$ cat config.mk
export PLATFORM = sky130hd
export DESIGN_NAME = serial_status_ctrl
export DESIGN_NICKNAME = d
export VERILOG_FILES = /design/src/rtl/ssc_pkg.sv /design/src/rtl/ssc_clear_seq.sv /design/src/rtl/ssc_rx_flags.sv /design/src/rtl/ssc_irq_merge.sv /design/src/rtl/serial_status_ctrl.sv
export SDC_FILE = /design/constraint.sdc
export NUM_CORES = 1
export LEC_CHECK = 0
export BUFFER_PORTS_ARGS = -buffer_cell sky130_fd_sc_hd__buf_2
export CAP_MARGIN = 20
export CORE_ASPECT_RATIO = 0.8
export CORE_MARGIN = 5
export CORE_UTILIZATION = 35
export DETAILED_ROUTE_END_ITERATION = 8
export GPL_ROUTABILITY_DRIVEN = 0
export PLACE_DENSITY_LB_ADDON = 0.1
export RECOVER_POWER = 25
export SYNTH_ARGS = -nofsm -noshare
export SYNTH_HDL_FRONTEND = slang
export SYNTH_HIERARCHICAL = 1
export SYNTH_SLANG_ARGS = --single-unit
$ cat constraint.sdc
create_clock -name clk -period 1.52 [get_ports clk]
set_input_delay 0.228 -clock clk [delete_from_list [all_inputs] [get_ports clk]]
set_output_delay 0.228 -clock clk [all_outputs]
set_load 0.005 [all_outputs]
$ cat src/rtl/ssc_pkg.sv
package ssc_pkg;
  localparam int FLAG_W = 6;
  localparam int RXR = 0;
  localparam int OVR = 1;
  localparam int NSE = 2;
  localparam int FER = 3;
  localparam int IDL = 4;
  localparam int TXD = 5;
  localparam int RX_W = IDL + 1;
  localparam int IRQ_SRC = 3;

  typedef logic [FLAG_W-1:0] flag_vec_t;

  localparam flag_vec_t RX_GROUP   = flag_vec_t'((1 << RX_W) - 1);
  localparam flag_vec_t TX_GROUP   = flag_vec_t'(1 << TXD);
  localparam flag_vec_t FLAG_RESET = TX_GROUP;
endpackage

$ cat src/rtl/ssc_clear_seq.sv
module ssc_clear_seq
  import ssc_pkg::*;
(
  input  logic      clk,
  input  logic      rst_n,
  input  logic      stat_rd,
  input  logic      data_rd,
  input  logic      data_wr,
  input  flag_vec_t flags_q,
  output flag_vec_t clr_mask
);
  logic      armed_q;
  flag_vec_t snap_q;
  flag_vec_t access_sel;

  always_comb begin
    access_sel = '0;
    if (data_rd) access_sel = access_sel | RX_GROUP;
    if (data_wr) access_sel = access_sel | TX_GROUP;
    clr_mask = armed_q ? (snap_q & access_sel) : '0;
  end

  always_ff @(posedge clk) begin
    if (!rst_n) begin
      armed_q <= 1'b0;
      snap_q  <= '0;
    end else if (stat_rd) begin
      armed_q <= 1'b1;
      snap_q  <= flags_q;
    end else if (data_rd || data_wr) begin
      armed_q <= 1'b0;
      snap_q  <= '0;
    end
  end


  disarm_after_access_chk: assert property (@(posedge clk) disable iff (!rst_n)
    (armed_q && (data_rd || data_wr) && !stat_rd) |=> !armed_q);


  clear_within_snapshot_chk: assert property (@(posedge clk) disable iff (!rst_n)
    ((clr_mask & ~flags_q) == '0));
endmodule

$ cat src/rtl/ssc_rx_flags.sv
module ssc_rx_flags
  import ssc_pkg::*;
(
  input  logic            clk,
  input  logic            rst_n,
  input  logic            word_rdy,
  input  logic            noise,
  input  logic            frame_err,
  input  logic            idle_evt,
  input  logic [RX_W-1:0] clr,
  output logic [RX_W-1:0] rx_flags,
  output logic            hold_load
);
  logic [RX_W-1:0] flag_q;
  logic [RX_W-1:0] set_v;
  logic            idle_block_q;
  logic            idle_ok;

  assign hold_load = word_rdy && !flag_q[RXR];
  assign idle_ok   = !idle_block_q || hold_load;

  always_comb begin
    set_v      = '0;
    set_v[RXR] = hold_load;
    set_v[OVR] = word_rdy && flag_q[RXR];
    set_v[NSE] = hold_load && noise;
    set_v[FER] = hold_load && frame_err;
    set_v[IDL] = idle_evt && idle_ok;
  end

  always_ff @(posedge clk) begin
    if (!rst_n) begin
      flag_q       <= '0;
      idle_block_q <= 1'b0;
    end else begin
      flag_q <= (flag_q & ~clr) | set_v;
      if (hold_load)
        idle_block_q <= 1'b0;
      else if (clr[IDL] && flag_q[IDL] && !set_v[IDL])
        idle_block_q <= 1'b1;
    end
  end

  assign rx_flags = flag_q;


  rx_ready_set_chk: assert property (@(posedge clk) disable iff (!rst_n)
    (word_rdy && !flag_q[RXR]) |=> flag_q[RXR]);


  overrun_set_chk: assert property (@(posedge clk) disable iff (!rst_n)
    (word_rdy && flag_q[RXR]) |=> flag_q[OVR]);


  framing_masked_chk: assert property (@(posedge clk) disable iff (!rst_n)
    (word_rdy && flag_q[RXR] && !flag_q[FER]) |=> !flag_q[FER]);
endmodule

$ cat src/rtl/ssc_irq_merge.sv
module ssc_irq_merge #(
  parameter int NSRC = 3
) (
  input  logic            clk,
  input  logic            rst_n,
  input  logic [NSRC-1:0] src,
  input  logic [NSRC-1:0] en,
  output logic            irq
);
  logic [NSRC-1:0] gated;

  for (genvar i = 0; i < NSRC; i++) begin : g_gate
    assign gated[i] = src[i] & en[i];
  end

  assign irq = |gated;


  irq_source_chk: assert property (@(posedge clk) disable iff (!rst_n)
    ((src & en) != '0) |-> irq);
endmodule

$ cat src/rtl/serial_status_ctrl.sv
module serial_status_ctrl
  import ssc_pkg::*;
(
  input  logic              clk,
  input  logic              rst_n,
  input  logic              tx_frame_done,
  input  logic              tx_ctrl_done,
  input  logic              rx_word_rdy,
  input  logic              rx_noise,
  input  logic              rx_frame_err,
  input  logic              rx_idle,
  input  logic              stat_rd,
  input  logic              data_rd,
  input  logic              data_wr,
  input  logic              tx_ie,
  input  logic              rx_ie,
  input  logic              idle_ie,
  output logic [FLAG_W-1:0] flags,
  output logic              irq,
  output logic              hold_load
);
  flag_vec_t        flags_q;
  flag_vec_t        clr_mask;
  logic [RX_W-1:0]  rx_flags;
  logic             txd_q;
  logic [IRQ_SRC-1:0] irq_src;
  logic [IRQ_SRC-1:0] irq_en;

  ssc_clear_seq u_seq (
    .clk      (clk),
    .rst_n    (rst_n),
    .stat_rd  (stat_rd),
    .data_rd  (data_rd),
    .data_wr  (data_wr),
    .flags_q  (flags_q),
    .clr_mask (clr_mask)
  );

  ssc_rx_flags u_rx (
    .clk       (clk),
    .rst_n     (rst_n),
    .word_rdy  (rx_word_rdy),
    .noise     (rx_noise),
    .frame_err (rx_frame_err),
    .idle_evt  (rx_idle),
    .clr       (clr_mask[RX_W-1:0]),
    .rx_flags  (rx_flags),
    .hold_load (hold_load)
  );

  always_ff @(posedge clk) begin
    if (!rst_n) txd_q <= FLAG_RESET[TXD];
    else        txd_q <= (txd_q & ~clr_mask[TXD]) | tx_frame_done;
  end

  assign flags_q = {txd_q, rx_flags};
  assign flags   = flags_q;

  assign irq_src = {rx_flags[IDL], rx_flags[RXR] | rx_flags[OVR], txd_q};
  assign irq_en  = {idle_ie, rx_ie, tx_ie};

  ssc_irq_merge #(.NSRC(IRQ_SRC)) u_irq (
    .clk   (clk),
    .rst_n (rst_n),
    .src   (irq_src),
    .en    (irq_en),
    .irq   (irq)
  );


  ctrl_frame_ignored_chk: assert property (@(posedge clk) disable iff (!rst_n)
    (tx_ctrl_done && !tx_frame_done && !txd_q) |=> !txd_q);


  tx_set_wins_chk: assert property (@(posedge clk) disable iff (!rst_n)
    tx_frame_done |=> txd_q);


  tx_clear_needs_write_chk: assert property (@(posedge clk) disable iff (!rst_n)
    (txd_q && !data_wr) |=> txd_q);
endmodule

=== Word-level counts from Yosys, hierarchy flattened ===
Index checks and enable logic that the tools add are counted.

* Bits in registers: 14
* Logic and storage cells: 39

* Multiplexer cells: 7
* Bitwise gates (word level): 12
* Reduce and logical (&&, ||, !) cells: 15

{| class="wikitable"
|+ Operator list
! cell !! number
|-
| $mux W6 || 4
|-
| $logic_and A1 B1 Y1 || 7
|-
| $and A6 B6 Y6 || 1
|-
| $and A5 B5 Y5 || 1
|-
| $mux W5 || 1
|-
| $not A5 Y5 || 1
|-
| $or A5 B5 Y5 || 1
|-
| $and A1 B1 Y1 || 4
|-
| $logic_not A1 Y1 || 3
|-
| $reduce_or A3 Y1 || 1
|-
| $logic_or A1 B1 Y1 || 2
|-
| $mux W1 || 2
|-
| $not A1 Y1 || 2
|-
| $or A1 B1 Y1 || 2
|-
| $reduce_bool A2 Y1 || 1
|-
| $reduce_or A2 Y1 || 1
|}

=== Logic depth before layout (Yosys ltp) ===
Gate-level depths: netlist of the first run.

* Word-level depth: 7
* Depth in mapped cells: 4
* Depth with buffers taken out: 3

=== Hierarchy ===
Netlist of the first run, hierarchy kept.

{| class="wikitable"
|+ By module, submodules not included
! module !! instances !! cells each !! area each (µm²) !! seq. area each (µm²)
|-
| ssc_clear_seq || 1 || 35 || 339.1 || 140.1
|-
| ssc_rx_flags || 1 || 26 || 246.5 || 120.1
|-
| serial_status_ctrl || 1 || 5 || 47.5 || 20.0
|-
| ssc_irq_merge || 1 || 2 || 13.8 || 0.0
|}

=== Worst setup path after synthesis of the first run ===
Ideal clock, no wire load.

* Path type: reg-to-output
* Start: register u_rx.flag_q[0] (netlist: u_rx/rx_flags[0])
* End: output irq
* Arrival: 0.884 ns
* Setup slack: 0.408 ns
* Cell stages (with the launch flop): 4
* Cell sequence: dfxtp_1 -> or2_1 -> a222oi_1 -> inv_1

* Longest elaborated chain between the ends: 3

{| class="wikitable"
|+ Ends and longest elaborated chain
! element !! line !! RTL
|-
| start: declaration || ssc_rx_flags.sv:14 || <nowiki>logic [RX_W-1:0] flag_q;</nowiki>
|-
| start signal: assignment || ssc_rx_flags.sv:36 || <nowiki>flag_q <= (flag_q & ~clr) | set_v;</nowiki>
|-
| $or A1 B1 Y1 || serial_status_ctrl.sv:59 || <nowiki>assign irq_src = {rx_flags[IDL], rx_flags[RXR] | rx_flags[OVR], txd_q};</nowiki>
|-
| named net irq_src[1] || serial_status_ctrl.sv:26 || <nowiki>logic [IRQ_SRC-1:0] irq_src;</nowiki>
|-
| $and A1 B1 Y1 || ssc_irq_merge.sv:13 || <nowiki>assign gated[i] = src[i] & en[i];</nowiki>
|-
| $reduce_or A3 Y1 || ssc_irq_merge.sv:16 || <nowiki>assign irq = |gated;</nowiki>
|-
| end: declaration || serial_status_ctrl.sv:19 || <nowiki>output logic irq,</nowiki>
|}

The timed path passes the listed nets, and every way through them passes these cells.

=== Final worst setup path of the first run ===
* Start: register u_rx.flag_q[1] (netlist: u_rx/rx_flags[1])
* End: output irq

The elaborated chain is that of the path after synthesis.

==> summary.md, run 1 <==
| Metric | Value |
|---|---|
| Worst reg2reg path startpoint | u_seq/armed_q |
| LEAKAGE | roughly 0.00034 uW |
| Gr ovfl total | 0 |
| #FFs+latches synth | 14 |
| CTS H-tree depth | 1 |
| Post-route setup slack | 0.07389 ns |
| Worst slack at placement | around 0.31 ns |
| Clock buffer depth | 2 |
| Final count of negative-setup-slack endpoints | 0 |
| Area after DPL | 755.7 um2 |
| RSZ-0062 raised after global routing | true |
| Fillers | 186 |
| Hold Path Depth | 2 |
| Max_cap viols | 0 |
| Peak supply drop | between 0.5 and 0.6 mV |
| Layout cells sized above 1 | a little under a third |
| Die width | approximately 58 um |
| Slew @ Worst Pin | between 0.2 and 0.3 ns |
| Worst Hold Path EP | txd_q |
| Crit path time final | about 1.4 ns |
| Ports | 22 |
| FP Rows | 13 |
| DP HPWL | ~1100 um |
| Post-synthesis sequential area ratio | 43.33% |
| Most common cell after layout, fill and taps aside | buf_2 |
| Crit path required time | 1.29 ns |
| Syn Inst Count | about 70 |
| Port bufs | 20 |
| Placed insts | ~110 |
| Post-DR wirelength/cell | ~13 um |
| Starting Density | 38.24% |
| 1st-pass router iterations | 4 |
| Tcrit/Tclk final | between 90% and 100% |
| Clock tree root buffer cell | clkbuf_4 |
| Crit-path max FO | 4 |
| Cts hold-fix bufs | 0 |
| Ys Warns | 6 |
| Total Wirelength | between 1000 and 1500 um |
| Cell area after layout | 789.5 um2 |
| Crit path DAT | 1.22 ns |
| Critical-path cell list | or2_1 > a222oi_1 > inv_1 > buf_2 |
| Hold Crit Class | primary input to register |
| First-pass GRT wire length | 2622 um |
| DR iter-0 viols | 10 |
| GRT Overall Usage | a little under an eighth |
| Commonest non-fill, non-tap cells in the layout | buf_2, dfxtp_1, nand2_1 |
| CP peak stage delay | 0.36 ns |
| HP Start | tx_frame_done |
| Final net count | 106 |
| CP max-delay cell | dfxtp_4 |
| Post-synth ARST share | 0% |
| TritonCTS Sinks | 14 |
| Top_reg_cell synth | dfxtp_1 |
| Largest net degree at the start of global routing | 14 |
| CTS clk-pin slew, worst paths | approximately 0.080 ns |
| Area growth, synth to finish | 22.05% |
| Post-synthesis average cell area | 9.513 um2 |
| Syn Nets | 82 |
| Setup Skew | around 0.0022 ns |
| Synth Cell Area | between 600 and 700 um2 |
| Die area | between 2000 and 3000 um2 |
| Clock Latency Late Sink | around 0.27 ns |
| Critical path type | register to primary output |
| Worst r2r dst | u_rx/idle_block_q |
| R2R setup slack | roughly 0.48 ns |
| Vias post-DR | ~570 |
| Worst Reg-to-Reg Cells | 3 |
| Number of flops mapped to enable cells by yosys | 0 |
| DIE HEIGHT | around 48 um |
| Post-route ant nets | 0 |
| ANT cells | 0 |
| Post-DR vias/cell | 5.116 |
| Power Dens Cells | 876.3 nW/um2 |
| Core box area | about 1700 um2 |
| Startpoint class of the critical path | register |
| Max Clk Rate | a little under 700 MHz |
| Number of global-route vias before repair | 606 |
| # DRC | 0 |
| Hold Slack | 0.1392 ns |
| Status | complete, no violations |
| Synth cell types | 22 |
| Final Non-Filler Cells | 112 |
| CTS tree | built |
| Setup TNS | 0 ns |
| Slew headroom | 82.71% |
| Crit end category | primary output |
| Slew Limit Fails | 0 |
| Number of CTS-inserted buffers | 3 |
| Final hold vios | 0 |
| Initial antenna violation count | 0 |
[Yosys cell counts, types with 2 or more instances]
cell,count,area (um2)
a21boi_0,2,15.01
a21boi_1,4,30.03
a21oi_1,3,15.01
and3_1,6,37.54
dfxtp_1,14,280.3
inv_1,3,11.26
nand2_1,7,26.28
nand2b_1,6,37.54
nand3b_1,5,37.54
or4b_1,6,60.06
[registers in the layout (all words and copies together), names as in the netlist]
register and flops:
txd_q 1, u_rx/idle_block_q 1, u_seq/armed_q 1, u_seq/snap_q 6
u_rx/rx_flags 5
[metal layers]
| metal | vias to the layer above | global-route usage, % | share of wire [%] | wire length (um) |
|---|---|---|---|---|
| met5 | - | 0 | 0 | 0 |
| met1 | 268 | 14.72 | 44 | 662 |
| met2 | 14 | 18.42 | 48 | 716 |
| met3 | 2 | 5.820 | 6.8 | 102 |
| li1 | 289 | - | - | - |
| met4 | 0 | 2.317 | 0.87 | 13 |
[through the flow]
| stage | utilization [%] | power, uW |
|---|---|---|
| finish | 46.67 | 691.8 |
| global route | 46.67 | 739.8 |
| CTS | 46.01 | 703.1 |
| detailed placement | 44.67 | 497.1 |
| global placement | 44.67 | 495.0 |
| floorplan | - | 450.0 |
[layout make-up]
cell class                      count  area (um2)  share of cell area, %
Clock buffer                        3       22.52                  2.853
Inverter                            3       11.26                  1.426
Multi-Input combinational cell     48       329.1                  41.68
Sequential cell                    14       284.0                  35.97
Tap cell                           22       27.53                  3.487
Timing Repair Buffer               22       115.1                  14.58
[timing repair]
item                       CTS  global route
setup endpoints to repair    0             1
gates resized for setup      0             2
buffers inserted             0             1
[worst max-delay path by stage]
| stage | endpoint | from | slack, ns | cells past startpoint |
|---|---|---|---|---|
| after floorplan | irq | u_rx/rx_flags[0] | 0.41 | 3 |
| after global placement | irq | u_rx/rx_flags[1] | 0.35 | 4 |
| after detailed placement | irq | u_rx/rx_flags[1] | 0.31 | 4 |
| after CTS | irq | u_rx/rx_flags[1] | 0.004 | 4 |
| after global routing | irq | u_rx/rx_flags[1] | -0.005 | 4 |
| final | irq | u_rx/rx_flags[1] | 0.07 | 4 |
[worst max-delay path, delay by kind of cell (launching register included)]
family | cells | cell delay, ns
flip-flops | 1 | 0.36
AO/OA/AOI/OAI | 1 | 0.21
AND/OR/NAND/NOR | 1 | 0.20
buffers and inverters | 2 | 0.19
[report_power, final]
group	switching (uW)	internal, uW
clock	112	91.7
sequential	12.9	383
combinational	45.1	47.0
total	170	522
[cell families after synthesis]
kind of cell / share of synthesized area, %
simple gates: 34.82
flops: 43.33
compound gates: 16.05
buf+inv: 5.803
Note: power is estimated with default switching activity, not from simulation.
==> run 2, diff against run 1 <==
--- a/constraint.sdc
+++ b/constraint.sdc
@@ -3,2 +3,2 @@
 set_output_delay 0.228 -clock clk [all_outputs]
-set_load 0.005 [all_outputs]
+set_load 0.1 [all_outputs]
==> run 2 against run 1 <==
The run now ends with negative setup slack left. Critical path type unchanged. Combinational power up 130%. Clock power about the same. Sequential power about the same. Critical endpoint unchanged. Maximum frequency shrank 7.9%.
==> summary.md, run 2 (same netlist as run 1, synthesis figures left out) <==
| Metric | Value |
|---|---|
| Power Dens Cells | 985.7 nW/um2 (+12%) |
| DIE HEIGHT | 48.45 um (unchanged) |
| Post-route setup slack | -0.04980 ns (-0.1237 ns) |
| Starting Density | 38.24% (unchanged) |
| Status | complete, but fails checks |
| Startpoint class of the critical path | register |
| Die area | 2813 um2 (unchanged) |
| Fillers | 181 (-2.7%) |
| Port bufs | 20 (unchanged) |
| Layout cells sized above 1 | 34.44% (+3.3 points) |
| CP peak stage delay | 0.32 ns (-0.04 ns) |
| TritonCTS Sinks | 14 (unchanged) |
| Final count of negative-setup-slack endpoints | 1 (+1) |
| Slew Limit Fails | 0 (unchanged) |
| CP max-delay cell | dfxtp_2 |
| DP HPWL | 1068 um (-3.4%) |
| Cell area after layout | 824.5 um2 (+4.4%) |
| Max_cap viols | 0 (unchanged) |
| Number of global-route vias before repair | 557 (-8.1%) |
| 1st-pass router iterations | 4 (unchanged) |
| Cts hold-fix bufs | 0 (unchanged) |
| Ports | 22 (unchanged) |
| Crit path time final | 1.570 ns (+0.1237 ns) |
| Largest net degree at the start of global routing | 14 (unchanged) |
| Worst slack at placement | 0.1417 ns (-0.1704 ns) |
| CTS tree | built |
| Hold Crit Class | primary input to register |
| Crit end category | primary output |
| CTS H-tree depth | 1 (unchanged) |
| Slew headroom | 67.89% (-15 points) |
| Setup Skew | 0.007205 ns (+0.005003 ns) |
| Met2 global-route usage | 17.29% (-1.1 points) |
| Area after DPL | 779.5 um2 (+3.1%) |
| Post-route ant nets | 0 (unchanged) |
| Finished Core Util | 48.74% (+2.1 points) |
| Crit path DAT | 1.34 ns (+0.12 ns) |
| Critical path type | register to primary output |
| Critical-path cell list | or2_1 > a222oi_1 > inv_2 > buf_12 |
| Final net count | 106 (unchanged) |
| ANT cells | 0 (unchanged) |
| Clock Latency Late Sink | 0.28 ns (about the same) |
| Tcrit/Tclk final | 103.3% (+8.1 points) |
| Crit path required time | 1.29 ns (about the same) |
| Post-DR wirelength/cell | 13.45 um (+0.80%) |
| Setup TNS | -0.04980 ns (-0.04980 ns) |
| Crit-path max FO | 2 (-2) |
| LEAKAGE | 0.0003594 uW (+4.3%) |
| Vias post-DR | 575 (+0.35%) |
| GR met3 Demand/Resource | 5.291% (-0.53 points) |
| Final hold vios | 0 (unchanged) |
| Worst Reg-to-Reg Cells | 3 (unchanged) |
| Post-DR vias/cell | 5.134 (+0.35%) |
| Clock tree root buffer cell | clkbuf_4 |
| RSZ-0062 raised after global routing | true |
| Total Wirelength | 1506 um (+0.80%) |
| CTS clk-pin slew, worst paths | 0.08 ns (about the same) |
| Biggest register | u_seq/snap_q |
| Commonest non-fill, non-tap cells in the layout | buf_2, dfxtp_1, nand2_1 |
| DR iter-0 viols | 13 (+3) |
| Number of flip-flops in the largest register | 6 (unchanged) |
| GRT busiest layer | met2 |
| Met1 Usage GRT | 14.96% (+0.25 points) |
| GRT Overall Usage | 11.66% (-0.18 points) |
| Peak supply drop | 0.5934 mV (+5.4%) |
| Area growth, synth to finish | 27.47% |
| FP Rows | 13 (unchanged) |
| Slew @ Worst Pin | 0.4850 ns (+0.2256 ns) |
| Initial antenna violation count | 0 (unchanged) |
| Max Clk Rate | 637.0 MHz (-7.9%) |
| # DRC | 0 (unchanged) |
| Gr ovfl total | 0 (unchanged) |
| First-pass GRT wire length | 2539 um (-3.2%) |
| Clock buffer depth | 2 (unchanged) |
| Die width | 58.07 um (unchanged) |
| Overall power | 812.8 uW (+17%) |
| Violated checks | negative setup slack |
| Most common cell after layout, fill and taps aside | buf_2 |
| Number of CTS-inserted buffers | 3 (unchanged) |
| Core box area | 1692 um2 (unchanged) |
| Hold Path Depth | 2 (unchanged) |
-- run 2: cell counts in the layout (fill, tap and decap cells not counted) --
No cell type changed its count.
-- run 2: layer usage --
layer  up-vias  routed length [um]
met5         -                   0
met4         0                  12
met3         2                 104
met2        15                 687
met1       268                 701
li1        290                   -
-- run 2: path summary, 6_finish.rpt --
path / slack [ns] / startpoint / to
worst min-delay path: 0.13 / tx_frame_done / txd_q
worst max-delay path: -0.05 / u_rx/rx_flags[1] / irq
worst max register to register: 0.51 / u_seq/armed_q / u_rx/idle_block_q
worst min register to register: 0.47 / u_rx/idle_block_q / u_rx/idle_block_q
-- run 2: critical path, delay by kind of cell (launching register included) --
kind / cells / cell delay [ns]
flip-flops: 1 / 0.32
AO/OA/AOI/OAI: 1 / 0.27
buffers and inverters: 2 / 0.25
AND/OR/NAND/NOR: 1 / 0.22
-- run 2: stage by stage --
stage	std cells	hold slack (ns)
3_5_place_dp	108	0.4167
5_1_grt	112	0.1137
4_1_cts	112	0.1150
2_1_floorplan	68	0.3142
3_3_place_gp	108	0.4173
6_report	112	0.1264
-- run 2: layout make-up --
cell class | instances | area [um2] | share of cell area (%)
Clock buffer | 3 | 22.52 | 2.731
Inverter | 3 | 11.26 | 1.366
Multi-Input combinational cell | 48 | 334.1 | 40.52
Sequential cell | 14 | 284.0 | 34.45
Tap cell | 22 | 27.53 | 3.338
Timing Repair Buffer | 22 | 145.1 | 17.60
-- run 2: where the power goes --
group | internal, uW | switching (uW) | total (uW)
combinational | 62.1 | 149 | 211
sequential | 385 | 11.8 | 397
clock | 91.8 | 113 | 205
total | 539 | 274 | 813
-- run 2: what timing repair did --
action	4_1_cts	5_1_grt
gates resized for setup	4	0
buffers inserted	1	0
pin swaps	1	0
endpoints found under the setup margin	1	1
==> run 3, diff against run 2 <==
==> constraint.sdc (replaced) <==
create_clock -name clk -period 1.52 [get_ports clk]
set_input_delay 0.076 -clock clk [delete_from_list [all_inputs] [get_ports clk]]
set_output_delay 0.076 -clock clk [all_outputs]
set_load 0.1 [all_outputs]
==> run 3 against run 2 <==
The run now ends clean. Sequential power is essentially flat. Via count grew 2.8%. Flip-flop and latch count is the same. Global-route usage shrank 0.58 points. Non-clock buffer count grew 1. Clock skew shrank 0.0050 ns. Total power grew 7.0%.
==> summary.md, run 3 (same netlist as run 1, synthesis figures left out) <==
| Metric | Value |
|---|---|
| Status | complete, no violations |
| Worst slack at placement | 0.2791 ns (+0.1374 ns) |
| LEAKAGE | 0.0003672 uW (+2.2%) |
| Max_cap viols | 0 (unchanged) |
| CP max-delay cell | dfxtp_2 |
| Post-route setup slack | 0.08685 ns (+0.1367 ns) |
| Hold Path Depth | 2 (unchanged) |
| CTS clk-pin slew, worst paths | 0.09 ns (about the same) |
| Post-DR vias/cell | 5.184 (+0.98%) |
| Cell area after layout | 835.8 um2 (+1.4%) |
| Slew headroom | 67.89% (about the same) |
| Biggest register | u_seq/snap_q |
| Crit path required time | 1.44 ns (+0.15 ns) |
| Crit-path max FO | 4 (+2) |
| DR iter-0 viols | 17 (+4) |
| Peak supply drop | 0.7622 mV (+28%) |
| Post-DR wirelength/cell | 13.03 um (-3.1%) |
| Starting Density | 38.24% (unchanged) |
| Finished Core Util | 49.41% (+0.67 points) |
| Overall power | 869.9 uW (+7.0%) |
| Post-route ant nets | 0 (unchanged) |
| Number of CTS-inserted buffers | 3 (unchanged) |
| Critical-path cell list | or2_1 > a222oi_1 > inv_1 > buf_12 |
| Area after DPL | 757.0 um2 (-2.9%) |
| Slew Limit Fails | 0 (unchanged) |
| Final hold vios | 0 (unchanged) |
| Slew @ Worst Pin | 0.4849 ns (-0.00009012 ns) |
| CTS H-tree depth | 1 (unchanged) |
| DIE HEIGHT | 48.45 um (unchanged) |
| Clock tree root buffer cell | clkbuf_4 |
| Layout cells sized above 1 | 33.70% (-0.75 points) |
| Commonest non-fill, non-tap cells in the layout | buf_2, dfxtp_1, nand2_1 |
| CTS tree | built |
| Port bufs | 20 (unchanged) |
| Final net count | 107 (+0.94%) |
| Max Clk Rate | 697.8 MHz (+9.5%) |
| Number of flip-flops in the largest register | 6 (unchanged) |
| 1st-pass router iterations | 4 (unchanged) |
| Crit path time final | 1.433 ns (-0.1367 ns) |
| Die width | 58.07 um (unchanged) |
| Die area | 2813 um2 (unchanged) |
| Most common cell after layout, fill and taps aside | buf_2 |
| Ports | 22 (unchanged) |
| # DRC | 0 (unchanged) |
| Worst Reg-to-Reg Cells | 3 (unchanged) |
| First-pass GRT wire length | 2456 um (-3.3%) |
| Clock Latency Late Sink | 0.28 ns (about the same) |
| Core box area | 1692 um2 (unchanged) |
| ANT cells | 0 (unchanged) |
| Power Dens Cells | 1041 nW/um2 (+5.6%) |
| Clock buffer depth | 2 (unchanged) |
| DP HPWL | 1069 um (about the same) |
| Crit path DAT | 1.36 ns (+0.02 ns) |
| Total Wirelength | 1485 um (-1.4%) |
| FP Rows | 13 (unchanged) |
| Setup Skew | 0.002226 ns (-0.004978 ns) |
| GRT Overall Usage | 11.08% (-0.58 points) |
| Initial antenna violation count | 0 (unchanged) |
| Area growth, synth to finish | 29.21% |
| Critical path type | register to primary output |
| CP peak stage delay | 0.34 ns (+0.02 ns) |
| Tcrit/Tclk final | 94.29% (-9.0 points) |
| Final count of negative-setup-slack endpoints | 0 (-1) |
| Hold Slack | 0.05945 ns (-0.06693 ns) |
| Gr ovfl total | 0 (unchanged) |
| Crit end category | primary output |
| Vias post-DR | 591 (+2.8%) |
| RSZ-0062 raised after global routing | true |
| TritonCTS Sinks | 14 (unchanged) |
| Hold Crit Class | primary input to register |
| Largest net degree at the start of global routing | 14 (unchanged) |
| Number of global-route vias before repair | 583 (+4.7%) |
| Startpoint class of the critical path | register |
==> run 3: cell count changes in the layout (fill, tap and decap cells not counted), sizes merged <==
cell and delta:
dlygate4sd3 +1, clkbuf +1
==> run 3: metal layers <==
metal	vias up	track usage [%]	share of wire [%]
met1	276	12.95	46
met5	-	0	0
met2	18	17.86	47
met3	0	5.820	6.7
met4	0	2.317	0
li1	297	-	-
==> run 3: critical path: cells and delay by family, from the launching register on <==
kind,cells,cell delay (ns)
buffers and inverters,2,0.30
flip-flops,1,0.34
AO/OA/AOI/OAI,1,0.21
AND/OR/NAND/NOR,1,0.22
==> run 3: final cells by class <==
class | instances | area [um2]
Clock buffer | 4 | 36.28
Inverter | 3 | 11.26
Sequential cell | 14 | 286.5
Timing Repair Buffer | 23 | 140.1
Multi-Input combinational cell | 48 | 334.1
Tap cell | 22 | 27.53
Fill cell | 169 | 855.8
==> run 3: stage by stage <==
stage	TNS [ns]	cells
6_report	0	114
5_1_grt	-0.03224	114
4_1_cts	0	112
3_5_place_dp	0	107
3_3_place_gp	0	107
2_1_floorplan	-0.1299	68
==> run 3: repair_timing <==
item	CTS	global route
resized for setup	1	4
buffers inserted	0	2
pin swaps	0	1
cloned	0	0
setup endpoints to repair	1	1
hold buffers	1	0
endpoints found under the hold margin	1	0
==> run 3: power by group <==
part	internal, uW	switching, uW
sequential	384	13.5
clock	146	123
combinational	57.6	146
==> run 3: path summary, 6_finish.rpt <==
check	from	to	slack [ns]
setup / recovery	u_rx/rx_flags[1]	irq	0.09
hold / removal	rst_n	txd_q	0.06
setup reg to reg	u_seq/armed_q	u_rx/idle_block_q	0.47
hold reg to reg	u_rx/idle_block_q	u_rx/idle_block_q	0.48
